File: src/rtl/sha256_iter_pkg.sv
package sha256_iter_pkg;

  localparam int WORD_W      = 32;
  localparam int HASH_WORDS  = 8;
  localparam int WIN_DEPTH   = 16;
  localparam int ROUND_NUM   = 64;
  localparam int ADDER_LANES = 2;
  localparam int UPD_STEPS   = HASH_WORDS / ADDER_LANES;
  localparam int ROUND_IDX_W = $clog2(ROUND_NUM);
  localparam int UPD_IDX_W   = (UPD_STEPS > 1) ? $clog2(UPD_STEPS) : 1;
  localparam int HW_IDX_W    = $clog2(HASH_WORDS);
  localparam int DIGEST_W    = WORD_W * HASH_WORDS;

  typedef logic [WORD_W-1:0] word_t;

  // strobes from control to datapath
  typedef struct packed {
    logic                   loadIv;
    logic                   shiftIn;
    logic                   loadWork;
    logic                   doRound;
    logic [ROUND_IDX_W-1:0] roundIdx;
    logic                   updEn;
    logic [UPD_IDX_W-1:0]   updIdx;
  } ctrl_t;

  localparam word_t ROUND_K [ROUND_NUM] = '{
    32'h428a2f98, 32'h71374491, 32'hb5c0fbcf, 32'he9b5dba5,
    32'h3956c25b, 32'h59f111f1, 32'h923f82a4, 32'hab1c5ed5,
    32'hd807aa98, 32'h12835b01, 32'h243185be, 32'h550c7dc3,
    32'h72be5d74, 32'h80deb1fe, 32'h9bdc06a7, 32'hc19bf174,
    32'he49b69c1, 32'hefbe4786, 32'h0fc19dc6, 32'h240ca1cc,
    32'h2de92c6f, 32'h4a7484aa, 32'h5cb0a9dc, 32'h76f988da,
    32'h983e5152, 32'ha831c66d, 32'hb00327c8, 32'hbf597fc7,
    32'hc6e00bf3, 32'hd5a79147, 32'h06ca6351, 32'h14292967,
    32'h27b70a85, 32'h2e1b2138, 32'h4d2c6dfc, 32'h53380d13,
    32'h650a7354, 32'h766a0abb, 32'h81c2c92e, 32'h92722c85,
    32'ha2bfe8a1, 32'ha81a664b, 32'hc24b8b70, 32'hc76c51a3,
    32'hd192e819, 32'hd6990624, 32'hf40e3585, 32'h106aa070,
    32'h19a4c116, 32'h1e376c08, 32'h2748774c, 32'h34b0bcb5,
    32'h391c0cb3, 32'h4ed8aa4a, 32'h5b9cca4f, 32'h682e6ff3,
    32'h748f82ee, 32'h78a5636f, 32'h84c87814, 32'h8cc70208,
    32'h90befffa, 32'ha4506ceb, 32'hbef9a3f7, 32'hc67178f2
  };

  localparam word_t INIT_H [HASH_WORDS] = '{
    32'h6a09e667, 32'hbb67ae85, 32'h3c6ef372, 32'ha54ff53a,
    32'h510e527f, 32'h9b05688c, 32'h1f83d9ab, 32'h5be0cd19
  };

  function automatic word_t rotr(input word_t x, input int unsigned n);
    return (x >> n) | (x << (WORD_W - n));
  endfunction

  function automatic word_t bigSigma0(input word_t x);
    return rotr(x, 2) ^ rotr(x, 13) ^ rotr(x, 22);
  endfunction

  function automatic word_t bigSigma1(input word_t x);
    return rotr(x, 6) ^ rotr(x, 11) ^ rotr(x, 25);
  endfunction

  function automatic word_t smallSigma0(input word_t x);
    return rotr(x, 7) ^ rotr(x, 18) ^ (x >> 3);
  endfunction

  function automatic word_t smallSigma1(input word_t x);
    return rotr(x, 17) ^ rotr(x, 19) ^ (x >> 10);
  endfunction

  function automatic word_t chooseFn(input word_t x, input word_t y, input word_t z);
    return (x & y) ^ (~x & z);
  endfunction

  function automatic word_t majorityFn(input word_t x, input word_t y, input word_t z);
    return (x & y) ^ (x & z) ^ (y & z);
  endfunction

  function automatic logic [DIGEST_W-1:0] initDigest();
    logic [DIGEST_W-1:0] acc;
    acc = '0;
    for (int k = 0; k < HASH_WORDS; k++) begin
      acc[DIGEST_W-1-k*WORD_W -: WORD_W] = INIT_H[k];
    end
    return acc;
  endfunction

endpackage

File: src/rtl/sha256_iter_ctrl.sv
module sha256_iter_ctrl
  import sha256_iter_pkg::*;
(
  input  logic  clk,
  input  logic  rstN,
  input  logic  startIn,
  input  logic  newMsgIn,
  input  logic  goIn,
  output ctrl_t ctl,
  output logic  doneOut
);

  typedef enum logic [1:0] {
    PH_IDLE,
    PH_LOAD,
    PH_ROUND,
    PH_UPDATE
  } phase_t;

  localparam logic [ROUND_IDX_W-1:0] ROUND_LAST = ROUND_IDX_W'(ROUND_NUM - 1);
  localparam logic [ROUND_IDX_W-1:0] UPD_LAST   = ROUND_IDX_W'(UPD_STEPS - 1);

  phase_t                 phaseQ;
  logic [ROUND_IDX_W-1:0] cntQ;
  logic                   doneQ;

  always_ff @(posedge clk) begin
    if (!rstN) begin
      phaseQ <= PH_IDLE;
      cntQ   <= '0;
      doneQ  <= 1'b0;
    end else begin
      doneQ <= 1'b0;
      case (phaseQ)
        PH_IDLE: begin
          if (goIn) phaseQ <= PH_LOAD;
        end
        PH_LOAD: begin
          phaseQ <= PH_ROUND;
          cntQ   <= '0;
        end
        PH_ROUND: begin
          if (cntQ == ROUND_LAST) begin
            cntQ   <= '0;
            phaseQ <= PH_UPDATE;
          end else begin
            cntQ <= cntQ + 1'b1;
          end
        end
        PH_UPDATE: begin
          if (cntQ == UPD_LAST) begin
            cntQ   <= '0;
            phaseQ <= PH_IDLE;
            doneQ  <= 1'b1;
          end else begin
            cntQ <= cntQ + 1'b1;
          end
        end
        default: phaseQ <= PH_IDLE;
      endcase
    end
  end

  always_comb begin
    ctl          = '0;
    ctl.loadIv   = (phaseQ == PH_IDLE) && newMsgIn;
    ctl.shiftIn  = (phaseQ == PH_IDLE) && startIn;
    ctl.loadWork = (phaseQ == PH_LOAD);
    ctl.doRound  = (phaseQ == PH_ROUND);
    ctl.roundIdx = cntQ;
    ctl.updEn    = (phaseQ == PH_UPDATE);
    ctl.updIdx   = cntQ[UPD_IDX_W-1:0];
  end

  assign doneOut = doneQ;

endmodule

File: src/rtl/sha256_iter_window.sv
module sha256_iter_window
  import sha256_iter_pkg::*;
(
  input  logic  clk,
  input  logic  rstN,
  input  logic  shiftEn,
  input  logic  useSched,
  input  word_t wordIn,
  output word_t headWord
);

  word_t winQ [WIN_DEPTH];
  word_t schedWord;
  word_t feedWord;

  // new word for index j+16 from taps j+14, j+9, j+1, j
  assign schedWord = smallSigma1(winQ[WIN_DEPTH-2]) + winQ[WIN_DEPTH-7]
                   + smallSigma0(winQ[1]) + winQ[0];
  assign feedWord  = useSched ? schedWord : wordIn;
  assign headWord  = winQ[0];

  always_ff @(posedge clk) begin
    if (!rstN) begin
      for (int i = 0; i < WIN_DEPTH; i++) winQ[i] <= '0;
    end else if (shiftEn) begin
      for (int i = 0; i < WIN_DEPTH - 1; i++) winQ[i] <= winQ[i+1];
      winQ[WIN_DEPTH-1] <= feedWord;
    end
  end

endmodule

File: src/rtl/sha256_iter_datapath.sv
module sha256_iter_datapath
  import sha256_iter_pkg::*;
(
  input  logic                clk,
  input  logic                rstN,
  input  ctrl_t               ctl,
  input  word_t               wordIn,
  output logic [DIGEST_W-1:0] digestOut
);

  word_t hashQ [HASH_WORDS];
  word_t workQ [HASH_WORDS];
  word_t laneSum [ADDER_LANES];
  word_t roundWord;
  word_t t1;
  word_t t2;

  sha256_iter_window u_win (
    .clk      (clk),
    .rstN     (rstN),
    .shiftEn  (ctl.shiftIn | ctl.doRound),
    .useSched (ctl.doRound),
    .wordIn   (wordIn),
    .headWord (roundWord)
  );

  assign t1 = workQ[7] + bigSigma1(workQ[4]) + chooseFn(workQ[4], workQ[5], workQ[6])
            + ROUND_K[ctl.roundIdx] + roundWord;
  assign t2 = bigSigma0(workQ[0]) + majorityFn(workQ[0], workQ[1], workQ[2]);

  // shared chaining adders, one per lane
  for (genvar l = 0; l < ADDER_LANES; l++) begin : g_lane
    logic [HW_IDX_W-1:0] laneIdx;
    assign laneIdx    = HW_IDX_W'(int'(ctl.updIdx) * ADDER_LANES + l);
    assign laneSum[l] = hashQ[laneIdx] + workQ[laneIdx];
  end

  always_ff @(posedge clk) begin
    if (!rstN) begin
      for (int k = 0; k < HASH_WORDS; k++) hashQ[k] <= INIT_H[k];
    end else if (ctl.loadIv) begin
      for (int k = 0; k < HASH_WORDS; k++) hashQ[k] <= INIT_H[k];
    end else if (ctl.updEn) begin
      for (int k = 0; k < HASH_WORDS; k++) begin
        if (ctl.updIdx == UPD_IDX_W'(k / ADDER_LANES)) hashQ[k] <= laneSum[k % ADDER_LANES];
      end
    end
  end

  always_ff @(posedge clk) begin
    if (!rstN) begin
      for (int k = 0; k < HASH_WORDS; k++) workQ[k] <= '0;
    end else if (ctl.loadWork) begin
      for (int k = 0; k < HASH_WORDS; k++) workQ[k] <= hashQ[k];
    end else if (ctl.doRound) begin
      workQ[0] <= t1 + t2;
      workQ[1] <= workQ[0];
      workQ[2] <= workQ[1];
      workQ[3] <= workQ[2];
      workQ[4] <= workQ[3] + t1;
      workQ[5] <= workQ[4];
      workQ[6] <= workQ[5];
      workQ[7] <= workQ[6];
    end
  end

  for (genvar k = 0; k < HASH_WORDS; k++) begin : g_pack
    assign digestOut[DIGEST_W-1-k*WORD_W -: WORD_W] = hashQ[k];
  end

endmodule

File: src/rtl/sha256_iter_core.sv
module sha256_iter_core
  import sha256_iter_pkg::*;
(
  input  logic         clk,
  input  logic         rstN,
  input  logic         startIn,
  input  logic         newMsgIn,
  input  logic [31:0]  wordIn,
  input  logic         goIn,
  output logic [255:0] digestOut,
  output logic         doneOut
);

  ctrl_t ctlBus;

  sha256_iter_ctrl u_ctrl (
    .clk      (clk),
    .rstN     (rstN),
    .startIn  (startIn),
    .newMsgIn (newMsgIn),
    .goIn     (goIn),
    .ctl      (ctlBus),
    .doneOut  (doneOut)
  );

  sha256_iter_datapath u_dp (
    .clk       (clk),
    .rstN      (rstN),
    .ctl       (ctlBus),
    .wordIn    (wordIn),
    .digestOut (digestOut)
  );

endmodule

File: config.mk
export PLATFORM = sky130hd
export DESIGN_NAME = sha256_iter_core
export DESIGN_NICKNAME = d
export VERILOG_FILES = /design/src/rtl/sha256_iter_pkg.sv /design/src/rtl/sha256_iter_ctrl.sv /design/src/rtl/sha256_iter_window.sv /design/src/rtl/sha256_iter_datapath.sv /design/src/rtl/sha256_iter_core.sv
export SDC_FILE = /design/constraint.sdc
export NUM_CORES = 2
export LEC_CHECK = 0
export BUFFER_PORTS_ARGS = -buffer_cell sky130_fd_sc_hd__buf_2
export CORE_MARGIN = 2
export CORE_UTILIZATION = 49
export DETAILED_ROUTE_END_ITERATION = 7
export GPL_TIMING_DRIVEN = 1
export PLACE_DENSITY = 0.68
export SYNTH_ARGS = -nofsm -noshare
export SYNTH_HDL_FRONTEND = slang
export SYNTH_HIERARCHICAL = 1
export SYNTH_SLANG_ARGS = --single-unit
File: constraint.sdc
create_clock -name clk -period 17.4 [get_ports clk]
set_input_delay 3.48 -clock clk [delete_from_list [all_inputs] [get_ports clk]]
set_output_delay 3.48 -clock clk [all_outputs]
set_load 0.02 [all_outputs]
==> impl_metrics.env <==
export IMPL_crit_path_end_kind="register"
export IMPL_vias_per_cell=6.32
export IMPL_async_flop_share=0
export IMPL_drt_initial_drc_count=6677
export IMPL_pin_count=294
export IMPL_grt_max_degree=171
export IMPL_ys_ff_latch=1033
export IMPL_cp_startpoint="u_ctrl/cntQ[1]$_SDFFE_PN0N_"
export IMPL_ys_types=109
export IMPL_hold_depth=2
export IMPL_ys_warnings_count=6
export IMPL_core_area_um2=126000
export IMPL_synth_area_leaders="edfxtp_1 (48%), fa_1 (6.1%), mux4_2 (4.9%), ha_1 (4.1%), xnor2_1 (4.1%)"
export IMPL_avgSynthCellArea_um2=11.6
export IMPL_ys_top_cells_by_count="edfxtp_1 (992), inv_1 (426), nand2_1 (358)"
export IMPL_finalMaxSlewViolations=0
export IMPL_grt_usage=0.328
export IMPL_htreeDepth=3
export IMPL_die_h_um=361
export IMPL_numCtsBuffers=111
export IMPL_status="completed"
export IMPL_grt_pass1_wl_um=311000
export IMPL_yosysMostFrequentCell="edfxtp_1"
export IMPL_gr_usage_met2=0.518
export IMPL_syn_area_um2=62300
export IMPL_cts_resized=0
export IMPL_r2r_end="u_dp/workQ[0][31]$_DFFE_PP_"
export IMPL_fmax_ghz=0.106
export IMPL_setup_viol=0
export IMPL_drive_gt1_frac=0.138
export IMPL_wl_um=216000
export IMPL_finalCritPeriodShare=0.541
export IMPL_gr_max_usage_layer="met2"
export IMPL_finalHoldViolCount=0
export IMPL_rr_worst_depth=35
export IMPL_cp_common_cell="a21o_1"
export IMPL_tightest_slew_ns=1.22
export IMPL_syn_nets=5815
export IMPL_netlist_instances=5383
export IMPL_die_w_um=361
export IMPL_grt_util_met1=0.429
export IMPL_area_growth_syn_to_layout_pct=10.4
export IMPL_synth_edf_count=992
export IMPL_min_path_type="register to register"
export IMPL_dp_cells=7030
export IMPL_synth_ff_type="edfxtp_1"
export IMPL_antenna_found_initial=5
export IMPL_maxCapViolCount=0
export IMPL_post_route_min_period_ns=9.41
export IMPL_preCtsSetupSlack_ns=8.23
export IMPL_fin_tns_setup_ns=0
export IMPL_critPathMaxStageDelay_ns=0.53
export IMPL_synth_top_area_cell="edfxtp_1"
export IMPL_postCtsSetupRepairBufs=0
export IMPL_cts_buffer_depth=3
export IMPL_die_area_um2=130000
export IMPL_synth_top_cell_area_share=0.478
export IMPL_start_kind="register"
export IMPL_ant_nets=0
export IMPL_numClockSinks=1033
export IMPL_wl_per_cell_um=29.8
export IMPL_hold_path_startpoint="u_ctrl/phaseQ[0]$_SDFFE_PN0P_"
export IMPL_cts_root_buf="clkbuf_16"
export IMPL_rows=130
export IMPL_r2r_start="u_ctrl/cntQ[1]$_SDFFE_PN0N_"
export IMPL_initial_utilization=0.495
export IMPL_insertion_delay_ns=0.77
export IMPL_vias=45800
export IMPL_use_met3=0.0798
export IMPL_crit_path_max_fanout=43
export IMPL_cts_clk_slew_worst_paths_ns=0.06
export IMPL_fin_ws_ns=7.99
export IMPL_place_congestion=1.05
export IMPL_drcViolationCount=0
export IMPL_ys_seq_area_frac=0.491
export IMPL_worstPathRequired_ns=17.90
export IMPL_slowest_stage="dfxtp_4"
export IMPL_cts_tree="done"
export IMPL_rsz0062_at_grt="false"
export IMPL_stdcell_count=7241
export IMPL_r2r_slack_ns=7.99
export IMPL_worstSetupPathType="register to register"
export IMPL_min_to="u_ctrl/phaseQ[0]$_SDFFE_PN0P_"
export IMPL_grt_ovfl_total=0
export IMPL_portBuffers=293
export IMPL_nNetsFinal=5925
export IMPL_slew_headroom=0.185
export IMPL_first_global_vias=43900
export IMPL_dp_hpwl_um=157000
export IMPL_ctsHoldBuffers=0
export IMPL_clock_skew_ns=0.0448
export IMPL_firstDrtPassIters=8
export IMPL_cp_arrival_ns=9.90
## area by class of cell
type,count,area (um2)
Antenna cell,2,5.00
Clock buffer,138,2910
Clock inverter,71,812
Fill cell,10800,57100
Inverter,430,1610
Multi-Input combinational cell,3553,28800
Sequential cell,1033,30600
Tap cell,1650,2060
Timing Repair Buffer,364,2020
## critical path, delay by kind of cell (launching register included)
family,cells,cell delay (ns)
flip-flops,1,0.53
AO/OA/AOI/OAI,15,3.43
multiplexers,1,0.46
XOR/XNOR,3,0.60
AND/OR/NAND/NOR,5,1.05
adder cells (fa/ha/maj),6,2.51
buffers and inverters,5,0.59
## stage by stage
step	cell area (um2)	utilization	hold slack, ns
6_report	68800	0.547	0.507
5_1_grt	68800	0.547	0.524
4_1_cts	68800	0.547	0.508
3_5_place_dp	65100	0.517	0.496
3_3_place_gp	65100	0.517	0.485
2_1_floorplan	62300	-	0.468
## registers in the layout, indices dropped and copies added (netlist names)
name / count
u_ctrl/cntQ: 6
u_ctrl/doneOut: 1
u_ctrl/phaseQ: 2
u_dp/hashQ: 256
u_dp/u_win/winQ: 512
u_dp/workQ: 256
## cells in the final DEF (no fill, tap or decap), types with 117 or more instances in the layout
master / instances
ha_1: 205
inv_1: 426
a22o_1: 204
xnor2_1: 292
xor2_1: 123
o21ai_0: 233
nor2_1: 279
buf_2: 292
and2_1: 172
and3_1: 336
edfxtp_1: 992
mux4_2: 135
a21o_1: 117
nand2_1: 350
fa_1: 189
a21oi_1: 230
## kinds of logic after synthesis
| group | synth area share |
|---|---|
| AO/OA/AOI/OAI | 0.124 |
| XOR/XNOR | 0.0583 |
| AND/OR/NAND/NOR | 0.118 |
| flip-flops | 0.491 |
| adder cells (fa/ha/maj) | 0.102 |
| buffers and inverters | 0.0490 |
| multiplexers | 0.0578 |
## how the worst max path moves through the flow
stage                                           to  slack (ns)  cells after the start
2_1_floorplan  u_dp/u_win/winQ[0][0]$_SDFFCE_PN0P_        0.11                      5
6_report               u_dp/workQ[0][31]$_DFFE_PP_        7.99                     35
3_3_place_gp           u_dp/workQ[0][31]$_DFFE_PP_        8.24                     36
5_1_grt                u_dp/workQ[0][31]$_DFFE_PP_        7.32                     37
3_5_place_dp           u_dp/workQ[0][31]$_DFFE_PP_        8.23                     35
4_1_cts                u_dp/workQ[0][31]$_DFFE_PP_        8.19                     35
## per-layer routing
metal / routed length, um / vias up
met4: 11500 / 4
met2: 99800 / 2778
met3: 22900 / 478
met5: 31 / -
met1: 81900 / 22800
li1: - / 19700
Power is left out: the tool's default activity adds up to more than one toggle a clock period on the data nets, which glitch-free logic cannot reach.
